File: config.mk
export PLATFORM = sky130hd
export DESIGN_NAME = shmem_decoder
export DESIGN_NICKNAME = d
export VERILOG_FILES = /design/src/rtl/shmem_pkg.sv /design/src/rtl/shmem_cpu_map.sv /design/src/rtl/shmem_dsp_map.sv /design/src/rtl/shmem_bus_strobes.sv /design/src/rtl/shmem_ctrl_regs.sv /design/src/rtl/shmem_nmi_timer.sv /design/src/rtl/shmem_decoder.sv
export SDC_FILE = /design/constraint.sdc
export NUM_CORES = 1
export LEC_CHECK = 0
export CAP_MARGIN = 20
export CORE_ASPECT_RATIO = 0.6
export CORE_MARGIN = 2
export CORE_UTILIZATION = 35
export CTS_CLUSTER_DIAMETER = 150
export DETAILED_ROUTE_END_ITERATION = 16
export PLACE_DENSITY = 0.76
export SYNTH_ARGS = -nofsm -noshare
export SYNTH_HDL_FRONTEND = slang
export SYNTH_SLANG_ARGS = --single-unit
File: constraint.sdc
create_clock -name clk -period 1.2 [get_ports clk]
set_input_delay 0.18 -clock clk [delete_from_list [all_inputs] [get_ports clk]]
set_output_delay 0.18 -clock clk [all_outputs]
set_load 0.02 [all_outputs]
File: src/rtl/shmem_pkg.sv
package shmem_pkg;
  localparam int ADDR_W  = 16;
  localparam int SRAM_AW = 15;
  localparam int DATA_W  = 8;
  localparam int DSP_LANES = 2;
  localparam logic [1:0] PAGE_ID = 2'b01;   // addr[15:14] of the 0x4000-0x7FFF page
  localparam int WP_BIT  = 0;               // control bit: DSP low-lane write lock
  localparam int NMI_BIT = 2;               // control bit: NMI enable

  typedef enum logic [2:0] {
    TGT_NONE,
    TGT_SRAM,
    TGT_AUDIO,
    TGT_UART,
    TGT_CTRL,
    TGT_RATE
  } tgt_e;

  typedef struct packed {
    tgt_e               tgt;
    logic [SRAM_AW-1:0] sram_addr;
  } dec_s;
endpackage

File: src/rtl/shmem_cpu_map.sv
module shmem_cpu_map
  import shmem_pkg::*;
(
  input  logic [ADDR_W-1:0] addr,
  input  logic              bank_hi,
  output dec_s              dec
);
  logic in_page;
  assign in_page = (addr[ADDR_W-1 -: 2] == PAGE_ID);

  always_comb begin
    dec     = '0;
    dec.tgt = TGT_NONE;
    if (in_page) begin
      if (bank_hi) begin
        dec.tgt       = TGT_SRAM;
        dec.sram_addr = {1'b1, addr[13:0]};
      end else if (addr[13]) begin
        dec.tgt       = TGT_SRAM;
        dec.sram_addr = {2'b01, addr[12:0]};
      end else if (!addr[12]) begin
        dec.tgt       = TGT_SRAM;
        dec.sram_addr = {3'b000, addr[11:0]};
      end else begin
        case (addr[11:10])
          2'd0:    dec.tgt = TGT_AUDIO;
          2'd1:    dec.tgt = TGT_UART;
          2'd2:    dec.tgt = TGT_CTRL;
          default: dec.tgt = TGT_RATE;
        endcase
      end
    end
  end
endmodule

File: src/rtl/shmem_dsp_map.sv
module shmem_dsp_map
  import shmem_pkg::*;
(
  input  logic [ADDR_W-1:0] addr,
  output dec_s              dec
);
  logic in_page;
  assign in_page = (addr[ADDR_W-1 -: 2] == PAGE_ID);

  always_comb begin
    dec     = '0;
    dec.tgt = TGT_NONE;
    if (in_page) begin
      if (!addr[13]) begin
        dec.tgt       = TGT_SRAM;
        dec.sram_addr = {2'b00, addr[12:0]};
      end else begin
        case (addr[12:10])
          3'd0, 3'd1: begin
            dec.tgt       = TGT_SRAM;
            dec.sram_addr = {4'b0100, addr[10:0]};
          end
          3'd2:    dec.tgt = TGT_CTRL;
          3'd3:    dec.tgt = TGT_RATE;
          3'd4:    dec.tgt = TGT_AUDIO;
          3'd5:    dec.tgt = TGT_UART;
          default: dec.tgt = TGT_NONE;   // processor-internal space
        endcase
      end
    end
  end
endmodule

File: src/rtl/shmem_bus_strobes.sv
module shmem_bus_strobes
  import shmem_pkg::*;
#(
  parameter int LANES = 1
) (
  input  dec_s               dec,
  input  logic               rd,
  input  logic               wr,
  input  logic [LANES-1:0]   be,
  input  logic               lane0_lock,
  output logic               sram_cs,
  output logic [LANES-1:0]   sram_we,
  output logic [SRAM_AW-1:0] sram_addr,
  output logic               audio_cs,
  output logic               uart_cs,
  output logic               ctrl_wr,
  output logic               rate_wr
);
  logic access, sram_hit;
  assign access    = rd | wr;
  assign sram_hit  = (dec.tgt == TGT_SRAM);
  assign sram_cs   = access & sram_hit;
  assign sram_addr = dec.sram_addr;
  assign audio_cs  = access & (dec.tgt == TGT_AUDIO);
  assign uart_cs   = access & (dec.tgt == TGT_UART);
  assign ctrl_wr   = wr & (dec.tgt == TGT_CTRL);
  assign rate_wr   = wr & (dec.tgt == TGT_RATE);

  for (genvar g = 0; g < LANES; g++) begin : g_lane
    if (g == 0) begin : g_lockable
      assign sram_we[g] = wr & sram_hit & be[g] & ~lane0_lock;
    end else begin : g_plain
      assign sram_we[g] = wr & sram_hit & be[g];
    end
  end
endmodule

File: src/rtl/shmem_ctrl_regs.sv
module shmem_ctrl_regs
  import shmem_pkg::*;
(
  input  logic              clk,
  input  logic              rst_n,
  input  logic              cpu_ctrl_wr,
  input  logic              cpu_rate_wr,
  input  logic [DATA_W-1:0] cpu_wdata,
  input  logic              dsp_ctrl_wr,
  input  logic              dsp_rate_wr,
  input  logic [DATA_W-1:0] dsp_wdata,
  output logic              wp_lane0,
  output logic              nmi_en,
  output logic [DATA_W-1:0] rate_q
);
  logic              wp_d, en_d, ctrl_ce, rate_ce;
  logic [DATA_W-1:0] rate_d;

  assign ctrl_ce = cpu_ctrl_wr | dsp_ctrl_wr;
  assign rate_ce = cpu_rate_wr | dsp_rate_wr;

  always_comb begin
    if (cpu_ctrl_wr) begin
      wp_d = cpu_wdata[WP_BIT];
      en_d = cpu_wdata[NMI_BIT];
    end else begin
      wp_d = dsp_wdata[WP_BIT];
      en_d = dsp_wdata[NMI_BIT];
    end
    rate_d = cpu_rate_wr ? cpu_wdata : dsp_wdata;
  end

  always_ff @(posedge clk or negedge rst_n) begin
    if (!rst_n) begin
      wp_lane0 <= 1'b0;
      nmi_en   <= 1'b0;
    end else if (ctrl_ce) begin
      wp_lane0 <= wp_d;
      nmi_en   <= en_d;
    end
  end

  always_ff @(posedge clk or negedge rst_n) begin
    if (!rst_n) begin
      rate_q <= '0;
    end else if (rate_ce) begin
      rate_q <= rate_d;
    end
  end
endmodule

File: src/rtl/shmem_nmi_timer.sv
module shmem_nmi_timer
  import shmem_pkg::*;
#(
  parameter int PRESCALE = 256
) (
  input  logic              clk,
  input  logic              rst_n,
  input  logic              enable,
  input  logic [DATA_W-1:0] rate,
  output logic              nmi
);
  localparam int PRE_W = (PRESCALE > 1) ? $clog2(PRESCALE) : 1;
  localparam logic [PRE_W-1:0] PRE_LAST = PRE_W'(PRESCALE - 1);

  logic [PRE_W-1:0]  pre_q, pre_d;
  logic [DATA_W-1:0] div_q, div_d;
  logic              nmi_d, tick;

  assign tick = (pre_q == PRE_LAST);

  always_comb begin
    pre_d = '0;
    div_d = '0;
    nmi_d = 1'b0;
    if (enable) begin
      pre_d = tick ? '0 : pre_q + 1'b1;
      div_d = div_q;
      if (tick) begin
        if (div_q == rate) begin
          div_d = '0;
          nmi_d = 1'b1;
        end else begin
          div_d = div_q + 1'b1;
        end
      end
    end
  end

  always_ff @(posedge clk or negedge rst_n) begin
    if (!rst_n) begin
      pre_q <= '0;
      div_q <= '0;
      nmi   <= 1'b0;
    end else begin
      pre_q <= pre_d;
      div_q <= div_d;
      nmi   <= nmi_d;
    end
  end
endmodule

File: src/rtl/shmem_decoder.sv
module shmem_decoder
  import shmem_pkg::*;
#(
  parameter int PRESCALE = 256
) (
  input  logic                 clk,
  input  logic                 rst_n,
  input  logic [ADDR_W-1:0]    cpu_addr,
  input  logic                 cpu_rd,
  input  logic                 cpu_wr,
  input  logic [DATA_W-1:0]    cpu_wdata,
  input  logic                 bank_hi,
  input  logic [ADDR_W-1:0]    dsp_addr,
  input  logic                 dsp_rd,
  input  logic                 dsp_wr,
  input  logic [DSP_LANES-1:0] dsp_be,
  input  logic [DATA_W-1:0]    dsp_wdata,
  output logic                 cpu_sram_cs,
  output logic                 cpu_sram_we,
  output logic [SRAM_AW-1:0]   cpu_sram_addr,
  output logic                 cpu_audio_cs,
  output logic                 cpu_uart_cs,
  output logic                 dsp_sram_cs,
  output logic [DSP_LANES-1:0] dsp_sram_we,
  output logic [SRAM_AW-1:0]   dsp_sram_addr,
  output logic                 dsp_audio_cs,
  output logic                 dsp_uart_cs,
  output logic                 nmi
);
  logic rst_meta, rst_sync_n;
  always_ff @(posedge clk or negedge rst_n) begin
    if (!rst_n) begin
      rst_meta   <= 1'b0;
      rst_sync_n <= 1'b0;
    end else begin
      rst_meta   <= 1'b1;
      rst_sync_n <= rst_meta;
    end
  end

  dec_s              cpu_dec, dsp_dec;
  logic              cpu_ctrl_wr, cpu_rate_wr, dsp_ctrl_wr, dsp_rate_wr;
  logic              wp_lane0, nmi_en;
  logic [DATA_W-1:0] rate_q;

  shmem_cpu_map u_cpu_map (.addr(cpu_addr), .bank_hi(bank_hi), .dec(cpu_dec));
  shmem_dsp_map u_dsp_map (.addr(dsp_addr), .dec(dsp_dec));

  shmem_bus_strobes #(.LANES(1)) u_cpu_strb (
    .dec(cpu_dec), .rd(cpu_rd), .wr(cpu_wr), .be(1'b1), .lane0_lock(1'b0),
    .sram_cs(cpu_sram_cs), .sram_we(cpu_sram_we), .sram_addr(cpu_sram_addr),
    .audio_cs(cpu_audio_cs), .uart_cs(cpu_uart_cs),
    .ctrl_wr(cpu_ctrl_wr), .rate_wr(cpu_rate_wr)
  );

  shmem_bus_strobes #(.LANES(DSP_LANES)) u_dsp_strb (
    .dec(dsp_dec), .rd(dsp_rd), .wr(dsp_wr), .be(dsp_be), .lane0_lock(wp_lane0),
    .sram_cs(dsp_sram_cs), .sram_we(dsp_sram_we), .sram_addr(dsp_sram_addr),
    .audio_cs(dsp_audio_cs), .uart_cs(dsp_uart_cs),
    .ctrl_wr(dsp_ctrl_wr), .rate_wr(dsp_rate_wr)
  );

  shmem_ctrl_regs u_regs (
    .clk(clk), .rst_n(rst_sync_n),
    .cpu_ctrl_wr(cpu_ctrl_wr), .cpu_rate_wr(cpu_rate_wr), .cpu_wdata(cpu_wdata),
    .dsp_ctrl_wr(dsp_ctrl_wr), .dsp_rate_wr(dsp_rate_wr), .dsp_wdata(dsp_wdata),
    .wp_lane0(wp_lane0), .nmi_en(nmi_en), .rate_q(rate_q)
  );

  shmem_nmi_timer #(.PRESCALE(PRESCALE)) u_nmi (
    .clk(clk), .rst_n(rst_sync_n), .enable(nmi_en), .rate(rate_q), .nmi(nmi)
  );
endmodule

Word level (Yosys, flattened, before mapping)
Index checks and enable logic that the tools add are counted.
{"block": "word_totals", "inputBits": 57, "wordCells": 76, "ff_bits": 29, "out_inout_bits": 40}
{"block": "classes", "reduce_logical": 3, "n_bitwise": 20, "add_sub_neg": 2, "n_eq_ne": 22, "muxes": 21}
{"op": "$mux 18", "count": 5}
{"op": "$mux 8", "count": 6}
{"op": "$eq 3x2->1 const B", "count": 6}
{"op": "$eq 3x3->1 const B", "count": 6}
{"op": "$add 8x1->8 const B", "count": 2}
{"op": "$and 1x1->1", "count": 15}
{"op": "$pmux 3 s5", "count": 1}
{"op": "$mux 14", "count": 1}
{"op": "$mux 12", "count": 1}
{"op": "$eq 3x1->1 const B", "count": 3}
{"op": "$pmux 3 s3", "count": 1}
{"op": "$eq 8x8->1", "count": 1}
{"op": "$eq 8x8->1 const B", "count": 1}
{"op": "$eq 2x1->1 const B", "count": 3}
{"op": "$mux 1", "count": 5}
{"op": "$or 1x1->1", "count": 4}
{"op": "$logic_not 3->1", "count": 1}
{"op": "$mux 3", "count": 1}
{"op": "$eq 2x2->1 const B", "count": 1}
{"op": "$logic_not 2->1", "count": 1}
{"op": "$ne 2x2->1 const B", "count": 1}
{"op": "$reduce_or 2->1", "count": 1}
{"op": "$not 1->1", "count": 1}

Logic depth before layout (Yosys ltp)
Gate-level depths: netlist (run 1).
{"block": "logic_depth", "word_depth": 9, "mapped_depth": 6, "depth_no_buf": 6}

Modules after synthesis
From an unflattened synthesis (run 1), not the netlist that was laid out.
{"block": "unflattened", "hier_cells": 243, "area_unflattened_um2": 2165.8}
{"mod": "shmem_nmi_timer", "area_each_um2": 940.9, "seq_area_each_um2": 425.4, "cells_per_inst": 97, "n_inst": 1}
{"mod": "shmem_ctrl_regs", "area_each_um2": 460.4, "seq_area_each_um2": 250.2, "cells_per_inst": 42, "n_inst": 1}
{"mod": "shmem_bus_strobes (u_dsp_strb)", "area_each_um2": 192.7, "seq_area_each_um2": 0.0, "cells_per_inst": 27, "n_inst": 1}
{"mod": "shmem_bus_strobes (u_cpu_strb)", "area_each_um2": 181.4, "seq_area_each_um2": 0.0, "cells_per_inst": 25, "n_inst": 1}
{"mod": "shmem_cpu_map", "area_each_um2": 167.7, "seq_area_each_um2": 0.0, "cells_per_inst": 23, "n_inst": 1}
{"mod": "shmem_dsp_map", "area_each_um2": 165.2, "seq_area_each_um2": 0.0, "cells_per_inst": 25, "n_inst": 1}
{"mod": "shmem_decoder", "area_each_um2": 57.6, "seq_area_each_um2": 50.0, "cells_per_inst": 4, "n_inst": 1}

Worst setup path after synthesis (run 1)
No wires, ideal clock.
{"block": "synth_timing", "path_type": "reg2reg", "start": "reg u_nmi.div_q[4]", "end": "reg u_nmi.div_q[5]", "path_slack_ns": -0.440, "path_buffers": 0, "period_less_slack_ns": 1.640, "setup_time_ns": 0.121, "path_stages_with_launch": 6, "arrival_time_ns": 1.519, "required_time_ns": 1.079, "cell_sequence": "dfrtp_1 > xnor2_1 > nand2_1 > or4_4 > a31o_1 > a22o_1"}
{"block": "synth_between", "elab_chain_len": 4, "word_cells_on_any_way": 5, "cone_classes": "1 x add/sub; 1 x eq/ne; 3 x mux"}
{"item": "start: declaration", "line": "shmem_nmi_timer.sv:16", "text": "logic [DATA_W-1:0] div_q, div_d;"}
{"item": "start signal: assignment", "line": "shmem_nmi_timer.sv:46", "text": "div_q <= div_d;"}
{"item": "$add 8x1->8 or $eq 8x8->1 (tied branches)", "line": "shmem_nmi_timer.sv:33, shmem_nmi_timer.sv:29"}
{"item": "$mux 8 *", "line": "shmem_nmi_timer.sv:29", "text": "if (div_q == rate) begin"}
{"item": "$mux 8 *", "line": "shmem_nmi_timer.sv:28", "text": "if (tick) begin"}
{"item": "$mux 8 *", "line": "shmem_nmi_timer.sv:25", "text": "if (enable) begin"}
Every way passes the cells marked *; elsewhere a longest branch is shown, timed or not. The select of a mux whose other input is x is not followed.
A chain may end at the register's enable or synchronous reset.

Worst setup path after layout (run 1)
{"block": "layout_timing", "start": "reg u_nmi.div_q[3]", "end": "reg u_nmi.div_q[5]"}
The elaborated chain is that of the path after synthesis.

==> out/metrics.yaml, run 1 <==
floorplan.core_area_sq_um: 4980
floorplan.die_area_sq_um: 5720
detailroute.via_count: 1996
layoutNonFillerInstCount: 416
timing.critical_path.arrival_ns: 1.86
groute.usage.overall: 0.227
place.port_buffers: 95
cts_root_buf: "clkbuf_8"
ios: 97
vdd.ir_drop.worst_v: 0.000477
cts-root-to-sink-buffers: 2
insertedDiodeCount: 0
placed_cells_incl_taps: 401
min_path_type: "input pin to asynchronous set/reset pin"
layout_worst_path_cycle_share: 1.40
synth_area_sq_um: 1790
slew_viol_final: 0
run_status: "finished with violations"
cts.sink_count: 29
worst_clock_skew_ns: 0.00863
grt_first_pass_wirelength_microns: 9720
grt_max_degree: 24
fin_nets: 408
drive_gt1_frac: 0.480
die_h_microns: 59.4
hold_viol_final: 0
finalWeightedCongestion: 0.844
leakage_nw: 1.74
final_critical_path_setup_slack_ns: -0.485
drt_iter0_drc: 95
starting_density: 0.359
grt.overflow.total: 0
synth_nets: 256
synth_seq_cells: 29
timing.final.setup_violations: 14
total_drc_errors_in_the_routed_layout: 0
synth.largest_area_cell: "dfrtp_1"
start_kind: "flip-flop"
worstSetupEndpointType: "flip-flop"
dpl-instance-area_sq_um: 3250
number_of_synthesized_flops_with_an_enable_pin: 0
netlist.area_leader.share: 0.406
vias_in_the_first_global_route: 2031
setup_tns_ns: -3.80
fin_crit_ns: 1.68
critPathRequiredTime_ns: 1.38
layout.core_utilization: 0.723
area_delta_synth_final_pct: 101
routed_wire_length_per_instance_microns: 14.6
fmax_mhz: 594
grt_antenna_before_repair: 0
finalWirelength_microns: 6060
power_per_cell_area_nw_per_um2: 878
antenna_left: 0
nFillCells: 367
postSynthCellCount: 197
pre_cts_slack_ns: -0.911
path_clk_slew_ns: 0.06
synth_flop_cell: "dfrtp_1"
synth.area.top_cells: "dfrtp_1, and2_1, mux2i_1"
clkLatencyLatePin_ns: 0.28
num_rows: 20
async_flop_share: 1.00
finalInstanceArea_sq_um: 3600
layout.area.seq_sq_um: 727
cap_viol_max_count: 0
failing_checks: "negative setup slack"
synth.most_common_cell: "and2_1"
critical_path_class: "flip-flop to flip-flop"
cts-buffers-inserted: 5
clock_tree_from_tritoncts: "yes"
number_of_library_cell_types_mapped_by_synthesis: 36
dr.pass1.iters: 4
place_hpwl_microns: 4410
path_max_fanout: 2
h-tree-depth: 2
yosys_warnings: 0
multiInputGateArea_sq_um: 1290
avgViaCountPerCell: 4.80
synth-seq-area-share: 0.406
rsz0062_at_grt: "true"
syn_avg_cell_area_sq_um: 9.08
fp.dieW_microns: 96.3
synth.top_cells.by_count: "and2_1, dfrtp_1, nor2_1, nand2_1"
final cells by class:
class | instances | area share
multi-input combinational | 161 | 0.358
tap | 66 | 0.0229
inverter | 1 | 0.00104
clock inverter | 1 | 0.00834
clock buffer | 7 | 0.0240
timing repair buffer | 151 | 0.384
sequential | 29 | 0.202
report_power, final:
group,switching (W),internal (W)
Sequential,0.0000732,0.00106
Clock,0.000364,0.000676
Combinational,0.000420,0.000563
Total,0.000858,0.00230
placed cells by master, fill, tap and decap left out, drive strengths merged, types with 9 or more instances in the layout:
| master | n |
|---|---|
| buf | 100 |
| clkdlybuf4s50 | 39 |
| and2 | 30 |
| dfrtp | 29 |
| nor2 | 20 |
| nand2 | 11 |
| mux2i | 10 |
| nand3 | 10 |
| dlygate4sd2 | 9 |
| xnor2 | 9 |
| clkbuf | 9 |
critical path, stage by stage (launching register included):
cell     delay (ns)
dfrtp_1        0.41
xnor2_1        0.18
nand4_1        0.16
or4_4          0.44
a31o_1         0.22
a22o_1         0.17
per-stage QoR:
step,total power (W),hold WS [ns]
floorplan,0.00151,-0.116
global placement,0.00199,0.103
detailed placement,0.00201,0.103
CTS,0.00314,0.0512
global route,0.00332,0.0515
finish,0.00316,0.0587
final timing paths:
kind | end | slack, ns | cells past startpoint | from
max | u_nmi.div_q[5] | -0.48 | 5 | u_nmi.div_q[3]
min | rst_meta | 0.06 | 1 | rst_n
max in group asynchronous | u_nmi.div_q[0] | 0.69 | 1 | rst_sync_n
min reg2reg | u_nmi.pre_q[6] | 0.10 | 0 | rst_sync_n
min in group clk | rst_sync_n | 0.35 | 0 | rst_meta
max reg2reg | u_nmi.div_q[5] | -0.48 | 5 | u_nmi.div_q[3]
metal layers:
metal / up-vias / track usage / part of all wire
li1: 996 / - / -
met1: 931 / 0.305 / 0.44
met2: 65 / 0.364 / 0.47
met3: 4 / 0.0852 / 0.074
met4: 0 / 0.0245 / 0.0069
met5: - / 0 / 0
logic make-up after synthesis:
family | Yosys count | share of synthesized area
AO/OA/AOI/OAI | 27 | 0.102
XOR/XNOR | 14 | 0.0686
adder cells (fa/ha/maj) | 2 | 0.0140
buffers and inverters | 7 | 0.0168
flip-flops | 29 | 0.406
multiplexers | 10 | 0.0560
other | 2 | 0.00420
AND/OR/NAND/NOR | 106 | 0.332
state kept, by name (all words and copies together) (netlist names):
name	cells
rst_meta	1
rst_sync_n	1
u_nmi.div_q	8
u_nmi.nmi	1
u_nmi.pre_q	8
u_regs.nmi_en	1
u_regs.rate_q	8
u_regs.wp_lane0	1
what timing repair did:
action / 4_1_cts / 5_1_grt
pin swaps: 20 / 22
setup endpoints to repair: 62 / 59
gates resized for setup: 300 / 30
hold buffers: 0 / 0
gates cloned: 2 / 0
buffers inserted: 5 / 2
No activity file was read; power rests on OpenSTA's default activity.
==> run 2, diff against run 1 <==
--- a/config.mk
+++ b/config.mk
@@ -8,10 +8,10 @@
 export CAP_MARGIN = 20
 export CORE_ASPECT_RATIO = 0.6
 export CORE_MARGIN = 2
-export CORE_UTILIZATION = 35
+export CORE_UTILIZATION = 39
 export CTS_CLUSTER_DIAMETER = 150
 export DETAILED_ROUTE_END_ITERATION = 16
-export PLACE_DENSITY = 0.76
+export PLACE_DENSITY = 0.8
 export SYNTH_ARGS = -nofsm -noshare
 export SYNTH_HDL_FRONTEND = slang
 export SYNTH_SLANG_ARGS = --single-unit
==> constraint.sdc (replaced) <==
create_clock -name clk -period 1.6 [get_ports clk]
set_input_delay 0.24 -clock clk [delete_from_list [all_inputs] [get_ports clk]]
set_output_delay 0.24 -clock clk [all_outputs]
set_load 0.02 [all_outputs]
==> out/metrics.yaml, run 2 (synthesized netlist as in run 1, its figures left out) <==
run_status: "finished with violations"
failing_checks: "negative setup slack"
area_delta_synth_final_pct: 79.4
multiInputGateArea_sq_um: 1180  # -8.2%
dr.pass1.iters: 5  # +1
floorplan.core_area_sq_um: 4490  # -9.8%
total_switching_power_w: 0.000631  # -26%
antenna_left: 0  # unchanged
place.port_buffers: 95  # unchanged
grt_antenna_before_repair: 0  # unchanged
floorplan.die_area_sq_um: 5160  # -9.7%
placed_cells_incl_taps: 387  # -3.5%
power_frac_comb: 0.326  # +0.015
setup_tns_ns: -0.274  # +3.53 ns
cap_viol_max_count: 0  # unchanged
reg2regPathDepth: 5  # unchanged
avgViaCountPerCell: 4.92  # +2.5%
path_max_fanout: 2  # unchanged
hold_buffers: 0  # unchanged
pwr-share-clk: 0.277  # -0.052
worstSetupEndpointType: "flip-flop"
layout_worst_path_cycle_share: 1.07  # -0.334
start_kind: "flip-flop"
cts_root_buf: "clkbuf_8"
critPathSlowestCell: "or4_4"
nFillCells: 357  # -2.7%
timing.final.setup_violations: 8  # -6
timing.critical_path.buf_inv: 0  # unchanged
final_critical_path_setup_slack_ns: -0.112  # +0.373 ns
rsz0062_at_grt: "true"
crit_path_start: "u_regs.rate_q[1]"
cpPeakStageDelay_ns: 0.45  # about the same
largestRegisters: "u_nmi.div_q x8, u_nmi.pre_q x8, u_regs.rate_q x8"
critical_path_class: "flip-flop to flip-flop"
grt_max_degree: 28  # +17%
detailroute.via_count: 1953  # -2.2%
layoutNonFillerInstCount: 397  # -4.6%
dpl-instance-area_sq_um: 3080  # -5.1%
h-tree-depth: 2  # unchanged
fin_nets: 393  # -3.7%
critical-path-top-delay-family: "simple AND/OR/NAND/NOR gates"
layout.area.seq_sq_um: 726  # -0.17%
wirelength_met1_microns: 2580  # -4.3%
vias_in_the_first_global_route: 1915  # -5.7%
die_h_microns: 56.4  # -4.9%
slew_viol_final: 0  # unchanged
worst_clock_skew_ns: 0.00354  # -0.00509 ns
worst_hold_slack_ns: 0.124  # +0.0657 ns
power.switching_fraction: 0.293  # +0.0216
path_cells: "xnor2_2 -> nand4_1 -> or4_4 -> a31o_1 -> a22o_1"
power_per_cell_area_nw_per_um2: 671  # -24%
intPower_w: 0.00152  # -34%
layout.cells.most_common: "clkdlybuf4s50_1"
groute.usage.overall: 0.228  # +0.000898
routed_wire_length_per_instance_microns: 14.6  # +0.27%
sequentialPowerShare: 0.397  # +0.037
finalInstanceArea_sq_um: 3210  # -11%
grt.overflow.total: 0  # unchanged
clkLatencyLatePin_ns: 0.28  # about the same
timing.critical_path.arrival_ns: 1.88  # +0.02 ns
drive_gt1_frac: 0.332  # -0.148
num_rows: 19  # -5.0%
drt_iter0_drc: 65  # -32%
critPathRequiredTime_ns: 1.77  # +0.39 ns
worst-r2r-setup-slack_ns: -0.11  # +0.37 ns
path_clk_slew_ns: 0.06  # about the same
most-common-layout-cells: "clkdlybuf4s50_1, buf_4, dfrtp_1, and2_1, buf_2"
total_drc_errors_in_the_routed_layout: 0  # unchanged
detailroute.wirelength.met3_microns: 337  # -25%
cts-root-to-sink-buffers: 2  # unchanged
cts.sink_count: 29  # unchanged
clock_tree_from_tritoncts: "yes"
hold_viol_final: 0  # unchanged
overall_power_w: 0.00215  # -32%
worst_r2r_src: "u_regs.rate_q[1]"
routed-wl-met2_microns: 2800  # -2.3%
vdd.ir_drop.worst_v: 0.000566  # +19%
fp.dieW_microns: 91.4  # -5.0%
grt_first_pass_wirelength_microns: 9230  # -5.1%
starting_density: 0.398  # +0.0389
insertedDiodeCount: 0  # unchanged
fmax_mhz: 584  # -1.6%
place_hpwl_microns: 4320  # -1.9%
fin_crit_ns: 1.71  # +0.0269 ns
ios: 97  # unchanged
cts-buffers-inserted: 5  # unchanged
min_path_type: "input pin to asynchronous set/reset pin"
finalWirelength_microns: 5800  # -4.3%
finalWeightedCongestion: 0.816  # -3.3%
leakage_nw: 1.60  # -8.2%
maxUsedRoutingLayer: "met4"
r2r-end: "u_nmi.div_q[5]"
-- run 2: worst reg2reg max path: stages, from the launching register on --
cell	delay, ns
dfrtp_1	0.40
xnor2_2	0.18
nand4_1	0.18
or4_4	0.45
a31o_1	0.22
a22o_1	0.18
-- run 2: per-layer routing --
metal	vias to the layer above	GRT usage
li1	954	-
met1	916	0.302
met2	70	0.383
met3	13	0.0617
met4	0	0.0368
met5	-	0
-- run 2: repair_timing --
| action | in CTS | in global routing |
|---|---|---|
| buffers inserted | 0 | 2 |
| pin swaps | 13 | 4 |
| gates cloned | 2 | 0 |
| resized for setup | 178 | 31 |
| setup endpoints to repair | 54 | 38 |
-- run 2: power by group through the flow --
| stage | registers, W | logic (W) | clock network (W) |
|---|---|---|---|
| finish | 0.000855 | 0.000703 | 0.000596 |
| global placement | 0.000852 | 0.000617 | 0 |
| CTS | 0.000847 | 0.000652 | 0.000614 |
| detailed placement | 0.000854 | 0.000636 | 0 |
| floorplan | 0.000857 | 0.000274 | 0 |
| global route | 0.000862 | 0.000760 | 0.000657 |
-- run 2: layout make-up --
type                       instances  share of cell area
clock buffer                       7              0.0269
inverter                           1             0.00117
multi-input combinational        161               0.369
sequential                        29               0.226
tap                               63              0.0246
timing repair buffer             136               0.352
-- run 2: worst max-delay path by stage --
stage / endpoint / slack, ns / depth (start not counted)
finish: u_nmi.div_q[5] / -0.11 / 5
CTS: u_nmi.div_q[5] / -0.12 / 5
global placement: cpu_sram_cs / -0.65 / 6
global route: u_nmi.div_q[5] / -0.17 / 5
floorplan: u_nmi.div_q[5] / -0.02 / 5
detailed placement: cpu_sram_addr[10] / -0.70 / 6
-- run 2: through the flow --
step / util / setup WS, ns
2_1_floorplan: - / -0.0219
3_3_place_gp: 0.686 / -0.649
3_5_place_dp: 0.686 / -0.700
4_1_cts: 0.699 / -0.124
5_1_grt: 0.714 / -0.168
6_report: 0.714 / -0.112
==> run 3, diff against run 2 <==
--- a/config.mk
+++ b/config.mk
@@ -7,10 +7,11 @@
 export LEC_CHECK = 0
 export CAP_MARGIN = 20
 export CORE_ASPECT_RATIO = 0.6
-export CORE_MARGIN = 2
+export CORE_MARGIN = 5
 export CORE_UTILIZATION = 39
 export CTS_CLUSTER_DIAMETER = 150
 export DETAILED_ROUTE_END_ITERATION = 16
+export GPL_TIMING_DRIVEN = 0
 export PLACE_DENSITY = 0.8
 export SYNTH_ARGS = -nofsm -noshare
 export SYNTH_HDL_FRONTEND = slang
==> out/metrics.yaml, run 3 (synthesized netlist as in run 1, its figures left out) <==
crit_path_start: "u_nmi.div_q[1]"
pre_cts_slack_ns: -1.11  # -0.411 ns
dr.pass1.iters: 4  # -1
setup_tns_ns: -1.01  # -0.739 ns
layoutNonFillerInstCount: 375  # -5.5%
groute.usage.overall: 0.194  # -0.0340
layout.cells.most_common: "clkdlybuf4s50_1"
critical_path_class: "flip-flop to flip-flop"
path_cells: "xnor2_1 -> nand4_1 -> or4_4 -> a31o_1 -> a22o_1"
antenna_left: 0  # unchanged
routed_wire_length_per_instance_microns: 15.7  # +7.5%
grt_max_degree: 28  # unchanged
clock_tree_from_tritoncts: "yes"
clkLatencyLatePin_ns: 0.28  # about the same
hold_buffers: 0  # unchanged
grt.overflow.total: 0  # unchanged
wirelength_met1_microns: 2580  # about the same
critPathSlowestCell: "or4_4"
area_delta_synth_final_pct: 70.5
start_kind: "flip-flop"
cts-root-to-sink-buffers: 2  # unchanged
power_per_cell_area_nw_per_um2: 709  # +5.6%
total_drc_errors_in_the_routed_layout: 0  # unchanged
routed-wl-met2_microns: 2940  # +4.8%
h-tree-depth: 2  # unchanged
layout_worst_path_cycle_share: 1.12  # +0.0495
cap_viol_max_count: 0  # unchanged
critPathRequiredTime_ns: 1.77  # about the same
timing.critical_path.buf_inv: 0  # unchanged
vias_in_the_first_global_route: 1874  # -2.1%
slew_viol_final: 0  # unchanged
drive_gt1_frac: 0.279  # -0.0535
place.port_buffers: 95  # unchanged
ios: 97  # unchanged
vdd.ir_drop.worst_v: 0.000400  # -29%
timing.final.setup_violations: 8  # unchanged
path_clk_slew_ns: 0.06  # about the same
worst_hold_slack_ns: 0.113  # -0.0110 ns
overall_power_w: 0.00216  # +0.32%
largestRegisters: "u_nmi.div_q x8, u_nmi.pre_q x8, u_regs.rate_q x8"
fp.dieW_microns: 97.4  # +6.6%
most-common-layout-cells: "clkdlybuf4s50_1, dfrtp_1, and2_1, buf_4, nor2_1"
place_hpwl_microns: 4500  # +4.1%
avgViaCountPerCell: 4.95  # +0.55%
fin_crit_ns: 1.79  # +0.0792 ns
detailroute.wirelength.met3_microns: 323  # -4.2%
nFillCells: 382  # +7.0%
starting_density: 0.398  # unchanged
fin_nets: 370  # -5.9%
path_max_fanout: 4  # +2
cts-buffers-inserted: 5  # unchanged
drt_iter0_drc: 43  # -34%
placed_cells_incl_taps: 355  # -8.3%
die_h_microns: 62.4  # +11%
finalWeightedCongestion: 0.854  # +4.7%
worstSetupEndpointType: "flip-flop"
critical-path-top-delay-family: "simple AND/OR/NAND/NOR gates"
insertedDiodeCount: 0  # unchanged
finalWirelength_microns: 5880  # +1.5%
grt_first_pass_wirelength_microns: 9400  # +1.9%
failing_checks: "negative setup slack"
cts.sink_count: 29  # unchanged
timing.critical_path.arrival_ns: 1.96  # +0.08 ns
worst_clock_skew_ns: 0.00423  # +0.000689 ns
leakage_nw: 1.48  # -7.5%
floorplan.core_area_sq_um: 4490  # unchanged
min_path_type: "input pin to asynchronous set/reset pin"
fmax_mhz: 558  # -4.4%
num_rows: 19  # unchanged
cts_root_buf: "clkbuf_8"
rsz0062_at_grt: "true"
run_status: "finished with violations"
hold_viol_final: 0  # unchanged
worst_r2r_src: "u_nmi.div_q[1]"
grt_antenna_before_repair: 0  # unchanged
final_critical_path_setup_slack_ns: -0.191  # -0.0792 ns
cpPeakStageDelay_ns: 0.51  # +0.06 ns
detailroute.via_count: 1855  # -5.0%
maxUsedRoutingLayer: "met4"
floorplan.die_area_sq_um: 6080  # +18%
==> run 3: power by group <==
part           internal [W]  switching (W)  leakage, nW
combinational      0.000339       0.000294         1.04
clock              0.000388       0.000286       0.0542
sequential         0.000799      0.0000551        0.385
==> run 3: final timing paths <==
kind | endpoint | cells past startpoint | slack [ns]
max in group asynchronous | u_nmi.div_q[3] | 1 | 1.07
max reg2reg | u_nmi.div_q[5] | 5 | -0.19
min reg2reg | u_nmi.pre_q[2] | 0 | 0.11
min in group clk | rst_sync_n | 0 | 0.36
min | rst_sync_n | 1 | 0.11
max | u_nmi.div_q[5] | 5 | -0.19
==> run 3: timing repair <==
item	4_1_cts	5_1_grt
pin swaps	12	8
gates cloned	2	0
buffers inserted	8	2
setup endpoints to repair	52	47
gates resized for setup	180	33
==> run 3: cell type report <==
type,count,area [sq um],share of cell area
tap,63,78.8,0.0259
clock buffer,7,96.3,0.0316
multi-input combinational,161,1140,0.374
timing repair buffer,108,950,0.312
buffer,5,45.0,0.0148
sequential,29,728,0.239
inverter,1,3.75,0.00123
clock inverter,1,5.00,0.00164
==> run 3: per-stage QoR <==
stage	instance area, sq um	util
after CTS	3000	0.667
after floorplan	1790	-
after global placement	2820	0.629
after global routing	3050	0.678
final	3050	0.678
after detailed placement	2820	0.629
==> run 3: layer usage <==
layer	vias up	global-route usage
met2	43	0.317
met3	6	0.0702
li1	913	-
met5	-	0
met4	0	0.0363
met1	893	0.251
